===== config.mk =====
export PLATFORM = sky130hd
export DESIGN_NAME = pwr_top
export DESIGN_NICKNAME = d
export VERILOG_FILES = /design/src/rtl/pwr_pkg.sv /design/src/rtl/pwr_array.sv /design/src/rtl/pwr_post.sv /design/src/rtl/pwr_fwd.sv /design/src/rtl/pwr_rdpipe.sv /design/src/rtl/pwr_top.sv
export SDC_FILE = /design/constraint.sdc
export NUM_CORES = 2
export LEC_CHECK = 0
export ABC_AREA = 0
export BUFFER_PORTS_ARGS = -buffer_cell sky130_fd_sc_hd__clkbuf_2
export CORE_MARGIN = 2
export CORE_UTILIZATION = 40
export CTS_CLUSTER_SIZE = 8
export DETAILED_ROUTE_END_ITERATION = 6
export HOLD_SLACK_MARGIN = 0.1
export PLACE_DENSITY_LB_ADDON = 0.05
export SYNTH_ARGS = -nofsm -noshare
export SYNTH_HDL_FRONTEND = slang
export SYNTH_SLANG_ARGS = --single-unit

===== constraint.sdc =====
create_clock -name clk -period 2.2 [get_ports clk]
set_input_delay 0.11 -clock clk [delete_from_list [all_inputs] [get_ports clk]]
set_output_delay 0.11 -clock clk [all_outputs]
set_load 0.02 [all_outputs]

===== src/rtl/pwr_pkg.sv =====
package pwr_pkg;
  localparam int unsigned PWR_ADDR_W = 6;
  localparam int unsigned PWR_LANES  = 4;
  localparam int unsigned PWR_LANE_W = 8;

  typedef enum logic {
    LAT_NORMAL = 1'b0,
    LAT_SHORT  = 1'b1
  } lat_mode_e;
endpackage


===== src/rtl/pwr_array.sv =====
module pwr_array #(
  parameter int unsigned ADDR_W = 6,
  parameter int unsigned LANES  = 4,
  parameter int unsigned LANE_W = 8
) (
  input  logic                     clk,
  input  logic                     we,
  input  logic [ADDR_W-1:0]        waddr,
  input  logic [LANES*LANE_W-1:0]  wdata,
  input  logic [LANES-1:0]         wbe,
  input  logic [ADDR_W-1:0]        raddr,
  output logic [LANES*LANE_W-1:0]  rdata
);
  localparam int unsigned DEPTH = 1 << ADDR_W;

  for (genvar l = 0; l < LANES; l++) begin : g_lane
    logic [LANE_W-1:0] cells [DEPTH];

    always_ff @(posedge clk) begin
      if (we && wbe[l]) begin
        cells[waddr] <= wdata[l*LANE_W +: LANE_W];
      end
    end

    assign rdata[l*LANE_W +: LANE_W] = cells[raddr];
  end
endmodule


===== src/rtl/pwr_post.sv =====
module pwr_post #(
  parameter int unsigned ADDR_W = 6,
  parameter int unsigned LANES  = 4,
  parameter int unsigned LANE_W = 8
) (
  input  logic                     clk,
  input  logic                     rst_n,
  input  logic                     post_en,
  input  logic [ADDR_W-1:0]        in_addr,
  input  logic [LANES*LANE_W-1:0]  in_data,
  input  logic [LANES-1:0]         in_be,
  output logic                     pend_vld,
  output logic [ADDR_W-1:0]        pend_addr,
  output logic [LANES*LANE_W-1:0]  pend_data,
  output logic [LANES-1:0]         pend_be,
  output logic                     commit_en
);
  // A new post retires whatever is parked in the same cycle.
  assign commit_en = post_en && pend_vld;

  always_ff @(posedge clk or negedge rst_n) begin
    if (!rst_n) begin
      pend_vld  <= 1'b0;
      pend_addr <= '0;
      pend_data <= '0;
      pend_be   <= '0;
    end else if (post_en) begin
      pend_vld  <= 1'b1;
      pend_addr <= in_addr;
      pend_data <= in_data;
      pend_be   <= in_be;
    end
  end

  AST_PEND_KEPT: assert property (@(posedge clk) disable iff (!rst_n)
    !post_en |=> $stable(pend_vld) && $stable(pend_addr) && $stable(pend_data) && $stable(pend_be));

  AST_POST_ORIGIN: assert property (@(posedge clk) disable iff (!rst_n)
    $rose(pend_vld) |-> $past(post_en));
endmodule


===== src/rtl/pwr_fwd.sv =====
module pwr_fwd #(
  parameter int unsigned ADDR_W = 6,
  parameter int unsigned LANES  = 4,
  parameter int unsigned LANE_W = 8
) (
  input  logic [ADDR_W-1:0]        raddr,
  input  logic [LANES*LANE_W-1:0]  arr_data,
  input  logic                     pend_vld,
  input  logic [ADDR_W-1:0]        pend_addr,
  input  logic [LANES*LANE_W-1:0]  pend_data,
  input  logic [LANES-1:0]         pend_be,
  output logic [LANES*LANE_W-1:0]  out_data
);
  logic hit;
  assign hit = pend_vld && (raddr == pend_addr);

  for (genvar l = 0; l < LANES; l++) begin : g_merge
    assign out_data[l*LANE_W +: LANE_W] = (hit && pend_be[l]) ?
        pend_data[l*LANE_W +: LANE_W] : arr_data[l*LANE_W +: LANE_W];
  end
endmodule


===== src/rtl/pwr_rdpipe.sv =====
module pwr_rdpipe
  import pwr_pkg::*;
#(
  parameter int unsigned DATA_W = 32
) (
  input  logic               clk,
  input  logic               rst_n,
  input  lat_mode_e          mode,
  input  logic               in_vld,
  input  logic [DATA_W-1:0]  in_data,
  output logic               out_vld,
  output logic [DATA_W-1:0]  out_data
);
  logic              s1_vld, s2_vld;
  logic [DATA_W-1:0] s1_data, s2_data;

  always_ff @(posedge clk or negedge rst_n) begin
    if (!rst_n) begin
      s1_vld  <= 1'b0;
      s1_data <= '0;
      s2_vld  <= 1'b0;
      s2_data <= '0;
    end else begin
      s1_vld  <= in_vld;
      s1_data <= in_vld ? in_data : '0;
      s2_vld  <= s1_vld;
      s2_data <= s1_data;
    end
  end

  assign out_vld  = (mode == LAT_SHORT) ? s1_vld  : s2_vld;
  assign out_data = (mode == LAT_SHORT) ? s1_data : s2_data;

  AST_LAT_NORMAL: assert property (@(posedge clk) disable iff (!rst_n)
    in_vld && mode == LAT_NORMAL ##1 mode == LAT_NORMAL |=> out_vld);

  AST_LAT_SHORT: assert property (@(posedge clk) disable iff (!rst_n)
    in_vld && mode == LAT_SHORT |=> out_vld);
endmodule


===== src/rtl/pwr_top.sv =====
module pwr_top
  import pwr_pkg::*;
#(
  parameter int unsigned ADDR_W = PWR_ADDR_W,
  parameter int unsigned LANES  = PWR_LANES,
  parameter int unsigned LANE_W = PWR_LANE_W
) (
  input  logic                     clk,
  input  logic                     rst_n,
  input  logic                     cmd_valid,
  input  logic                     cmd_write,
  input  logic [ADDR_W-1:0]        cmd_addr,
  input  logic [LANES*LANE_W-1:0]  cmd_wdata,
  input  logic [LANES-1:0]         cmd_be,
  input  logic                     lat_short,
  output logic [LANES*LANE_W-1:0]  rd_data,
  output logic                     rd_valid
);
  localparam int unsigned DATA_W = LANES * LANE_W;

  logic              cmd_rd, cmd_wr;
  logic              pend_vld, commit_en;
  logic [ADDR_W-1:0] pend_addr;
  logic [DATA_W-1:0] pend_data, arr_rdata, fwd_data;
  logic [LANES-1:0]  pend_be;
  lat_mode_e         mode;

  assign cmd_rd = cmd_valid && !cmd_write;
  assign cmd_wr = cmd_valid && cmd_write;
  assign mode   = lat_mode_e'(lat_short);

  pwr_post #(.ADDR_W(ADDR_W), .LANES(LANES), .LANE_W(LANE_W)) u_post (
    .clk(clk), .rst_n(rst_n), .post_en(cmd_wr),
    .in_addr(cmd_addr), .in_data(cmd_wdata), .in_be(cmd_be),
    .pend_vld(pend_vld), .pend_addr(pend_addr), .pend_data(pend_data),
    .pend_be(pend_be), .commit_en(commit_en)
  );

  pwr_array #(.ADDR_W(ADDR_W), .LANES(LANES), .LANE_W(LANE_W)) u_array (
    .clk(clk), .we(commit_en), .waddr(pend_addr), .wdata(pend_data),
    .wbe(pend_be), .raddr(cmd_addr), .rdata(arr_rdata)
  );

  pwr_fwd #(.ADDR_W(ADDR_W), .LANES(LANES), .LANE_W(LANE_W)) u_fwd (
    .raddr(cmd_addr), .arr_data(arr_rdata), .pend_vld(pend_vld),
    .pend_addr(pend_addr), .pend_data(pend_data), .pend_be(pend_be),
    .out_data(fwd_data)
  );

  pwr_rdpipe #(.DATA_W(DATA_W)) u_pipe (
    .clk(clk), .rst_n(rst_n), .mode(mode), .in_vld(cmd_rd),
    .in_data(fwd_data), .out_vld(rd_valid), .out_data(rd_data)
  );

  AST_FWD_FULL: assert property (@(posedge clk) disable iff (!rst_n)
    cmd_rd && lat_short && pend_vld && cmd_addr == pend_addr && (&pend_be)
    |=> rd_data == $past(pend_data));

  AST_NOP_QUIET: assert property (@(posedge clk) disable iff (!rst_n)
    !cmd_valid |=> !rd_valid || !lat_short);
endmodule


==> results.sh <==
export IMPL_status="finished with violations"
export IMPL_violations="negative setup slack"
export IMPL_maxSlewHeadroom_pct=36.1
export IMPL_endpoint_kind="flop"
export IMPL_critPathLaunchType="flop"
export IMPL_initial_utilization_pct=40.3
export IMPL_synthMuxAreaShare_pct=16.0
export IMPL_syn_area_per_cell_um2=20.7
export IMPL_cp_data_required_time_ps=2830
export IMPL_syn_inst=4026
export IMPL_synthDistinctLibCells=52
export IMPL_fin_crit_sh_pct=110
export IMPL_globalplace_congestion=0.846
export IMPL_hold_class="in -> reg"
export IMPL_place_inst=7363
export IMPL_drtIter0Drc=4186
export IMPL_hold_viol=0
export IMPL_cts_buffer_depth=4
export IMPL_whs_ps=183
export IMPL_yosysWarnings=0
export IMPL_power_density_nw_per_um2=942
export IMPL_power_leakage_nw=34.9
export IMPL_die_y_um=461
export IMPL_synth_top_area_share_pct=73.6
export IMPL_yosys_area_top_type="edfxtp_1"
export IMPL_drive_gt1_share_pct=34.1
export IMPL_fin_nets=5027
export IMPL_slew_viol_final=0
export IMPL_clk_latency_ps=940
export IMPL_dp_hpwl_mm=173
export IMPL_yosys_top_cells_area="edfxtp_1 (74%), mux4_2 (12%), dfrtp_1 (3.3%)"
export IMPL_grt_usage_pct=24.5
export IMPL_setup_violations=107
export IMPL_htree_levels=5
export IMPL_area_delta_synth_final_pct=24.4
export IMPL_p_sw_share_pct=22.2
export IMPL_layout_cells_non_filler=7952
export IMPL_maxCapViolCount=0
export IMPL_num_rows=167
export IMPL_synth_seq_cells=2157
export IMPL_stdcell_area_um2=104000
export IMPL_fp_dieW_um=461
export IMPL_worst_pin_slew_ps=958
export IMPL_routedWlPerCell_um=32.5
export IMPL_max_freq_mhz=412
export IMPL_rsz0062_at_grt="true"
export IMPL_grt_pass1_vias=45700
export IMPL_synth_xor_area_share_pct=0.0629
export IMPL_cts_buffers=320
export IMPL_drc=0
export IMPL_antenna_found_initial=14
export IMPL_period_needed_ps=2430
export IMPL_critPathSlowestCell="nand2_1"
export IMPL_switching_power_mw=21.7
export IMPL_routed_via_density=5.57
export IMPL_cts_setup_buffers=0
export IMPL_fin_ws_ps=-230
export IMPL_grt_overflow_total=0
export IMPL_grt_first_pass_wirelength_mm=361
export IMPL_grt_max_degree=67
export IMPL_synthesis_nets=4073
export IMPL_boundaryPins=80
export IMPL_finalClockSkew_ps=59.2
export IMPL_dr_pass1_iters=7
export IMPL_synth_fa_ha_area_share_pct=0
export IMPL_drtAntennaViolNets=0
export IMPL_crit_type="reg -> reg"
export IMPL_synth_compound_area_share_pct=2.70
export IMPL_dieArea_um2=213000
export IMPL_vias=44300
export IMPL_cp_max_fo=9
export IMPL_portBuffers=79
export IMPL_pwr_share_seq_pct=48.5
export IMPL_cp_slowest_stage_delay_ps=540
export IMPL_worst_ep_arrival_time_ps=3060
export IMPL_power_internal_mw=76.2
export IMPL_netlist_area_um2=83500
export IMPL_p_clk_share_pct=44.9
export IMPL_cts_tree="yes"
export IMPL_routed_wirelength_mm=259
export IMPL_clock_sinks=2157
export IMPL_path_clk_slew_ps=60
export IMPL_comb_power_share_pct=6.6
export IMPL_core_area_um2=207000
export IMPL_yosys_area_share_simple_pct=2.79
export IMPL_dpl_cell_area_um2=93900
export IMPL_synth_top_family_by_area="multiplexers"
export IMPL_cts_root_buffer="clkbuf_16"
export IMPL_worstPathCellList="buf_4, and3b_1, nand2_1, nor2_1, buf_12"
export IMPL_seq_area_frac_synth_pct=76.9
export IMPL_ir_drop_mv=0.757
==> sequential cells by signal, summed over array words and instances, names as in the netlist, 4 cells and up <==
name / cells
u_array.g_lane.cells: 2048
u_pipe.s1_data: 32
u_pipe.s2_data: 32
u_post.pend_data: 32
u_post.pend_addr: 6
u_post.pend_be: 4
==> final cells by class <==
cell class / count / area, µm²
clock buffer: 495 / 8810
timing repair buffer: 882 / 8940
antenna: 4 / 10.0
inverter: 4 / 17.5
multi-input combinational: 1615 / 18300
clock inverter: 7 / 55.1
sequential: 2157 / 64300
tap: 2788 / 3490
fill: 17000 / 103000
==> routing by layer <==
metal | global-route usage [%] | wire [µm]
met5 | 0 | 44
met4 | 7.89 | 8180
met2 | 39.6 | 125000
met1 | 33.9 | 110000
met3 | 4.34 | 15500
==> power by group through the flow <==
stage | clock [mW] | sequential, mW | combinational (mW)
after global routing | 46.7 | 47.5 | 6.85
after floorplan | 0 | 48.3 | 2.53
after CTS | 45.0 | 47.5 | 6.52
final | 43.9 | 47.5 | 6.46
after global placement | 0 | 48.2 | 6.31
after detailed placement | 0 | 48.3 | 6.36
==> metrics by stage <==
step	setup slack (ps)	util [%]	setup TNS, ps	total power, mW
final	-230	50.1	-11150	97.9
after global routing	-212	50.1	-10330	101
after CTS	-164	50.0	-6280	99.0
after detailed placement	-494	45.3	-46580	54.6
after global placement	-494	45.3	-49890	54.6
after floorplan	70.0	-	0	50.8
==> placed cells by master, fill, tap and decap left out, drive strengths merged, types with 10 or more instances in the layout <==
cell type / count
a22oi: 158
a221oi: 18
o21ai: 19
a22o: 12
clkbuf: 569
mux2: 78
mux2i: 245
dlygate4sd3: 82
a21oi: 20
dfrtp: 109
a2111oi: 10
nor2b: 19
nand2: 107
edfxtp: 2048
nor2: 273
buf: 726
and3: 14
mux4: 445
a31oi: 21
nand3: 69
nand4: 21
==> path summary, 6_finish.rpt <==
check	start	endpoint	slack (ps)	cells past startpoint
setup / recovery	u_post.pend_addr[3]	u_array.g_lane[1].cells[49][5]	-230	5
hold / removal	cmd_wdata[26]	u_post.pend_data[26]	180	3
setup reg to reg	u_post.pend_addr[3]	u_array.g_lane[1].cells[49][5]	-230	5
hold reg to reg	u_pipe.s1_data[6]	u_pipe.s2_data[6]	370	0
max in group asynchronous	rst_n	u_post.pend_data[29]	1200	5
min in group asynchronous	rst_n	u_post.pend_data[7]	250	4
==> synthesized netlist by cell type (all sizes together) <==
cell	n
nand2	107
a2111oi	10
xnor2	3
o311ai	1
and3	14
and3b	4
o2111a	1
a22oi	158
edfxtp	2048
nand2b	4
a221oi	18
o41ai	1
a211oi	9
o22ai	7
o221ai	1
mux2i	245
a32oi	8
clkbuf	118
mux2	78
buf	132
o31ai	1
nor4	2
xor2	3
and2	5
inv	4
nor3b	7
o21ai	19
dfrtp	109
nand3	69
o2111ai	2
a31oi	21
nor3	7
a21oi	20
a41oi	6
or4	1
nand4	21
o211a	1
nor2b	19
mux4	445
nor2	273
a41o	5
a22o	12
and4	2
a21o	4
a311oi	1
==> cells by family (layout without fill, tap and decap cells) <==
group | count (synthesis) | in the layout
AOI/OAI and AO/OA | 306 | 306
xor gates and xnor gates | 6 | 6
buffers and inverters | 254 | 1388
DFF | 2157 | 2157
muxes | 768 | 768
other | 0 | 4
and+or+nand+nor | 535 | 535
==> worst max-delay path: cells and delay by family (launching register included) <==
kind	cells	cell delay, ps
and+or+nand+nor	3	1360
DFF	1	390
buffers and inverters	2	350
==> timing repair <==
action / 4_1_cts / 5_1_grt
setup endpoints to repair: 593 / 282
hold endpoints to repair: 178 / 0
resized for setup: 26 / 42
hold buffers: 83 / 0
pin swaps: 2 / 4
(Power assumes the default switching activity.)
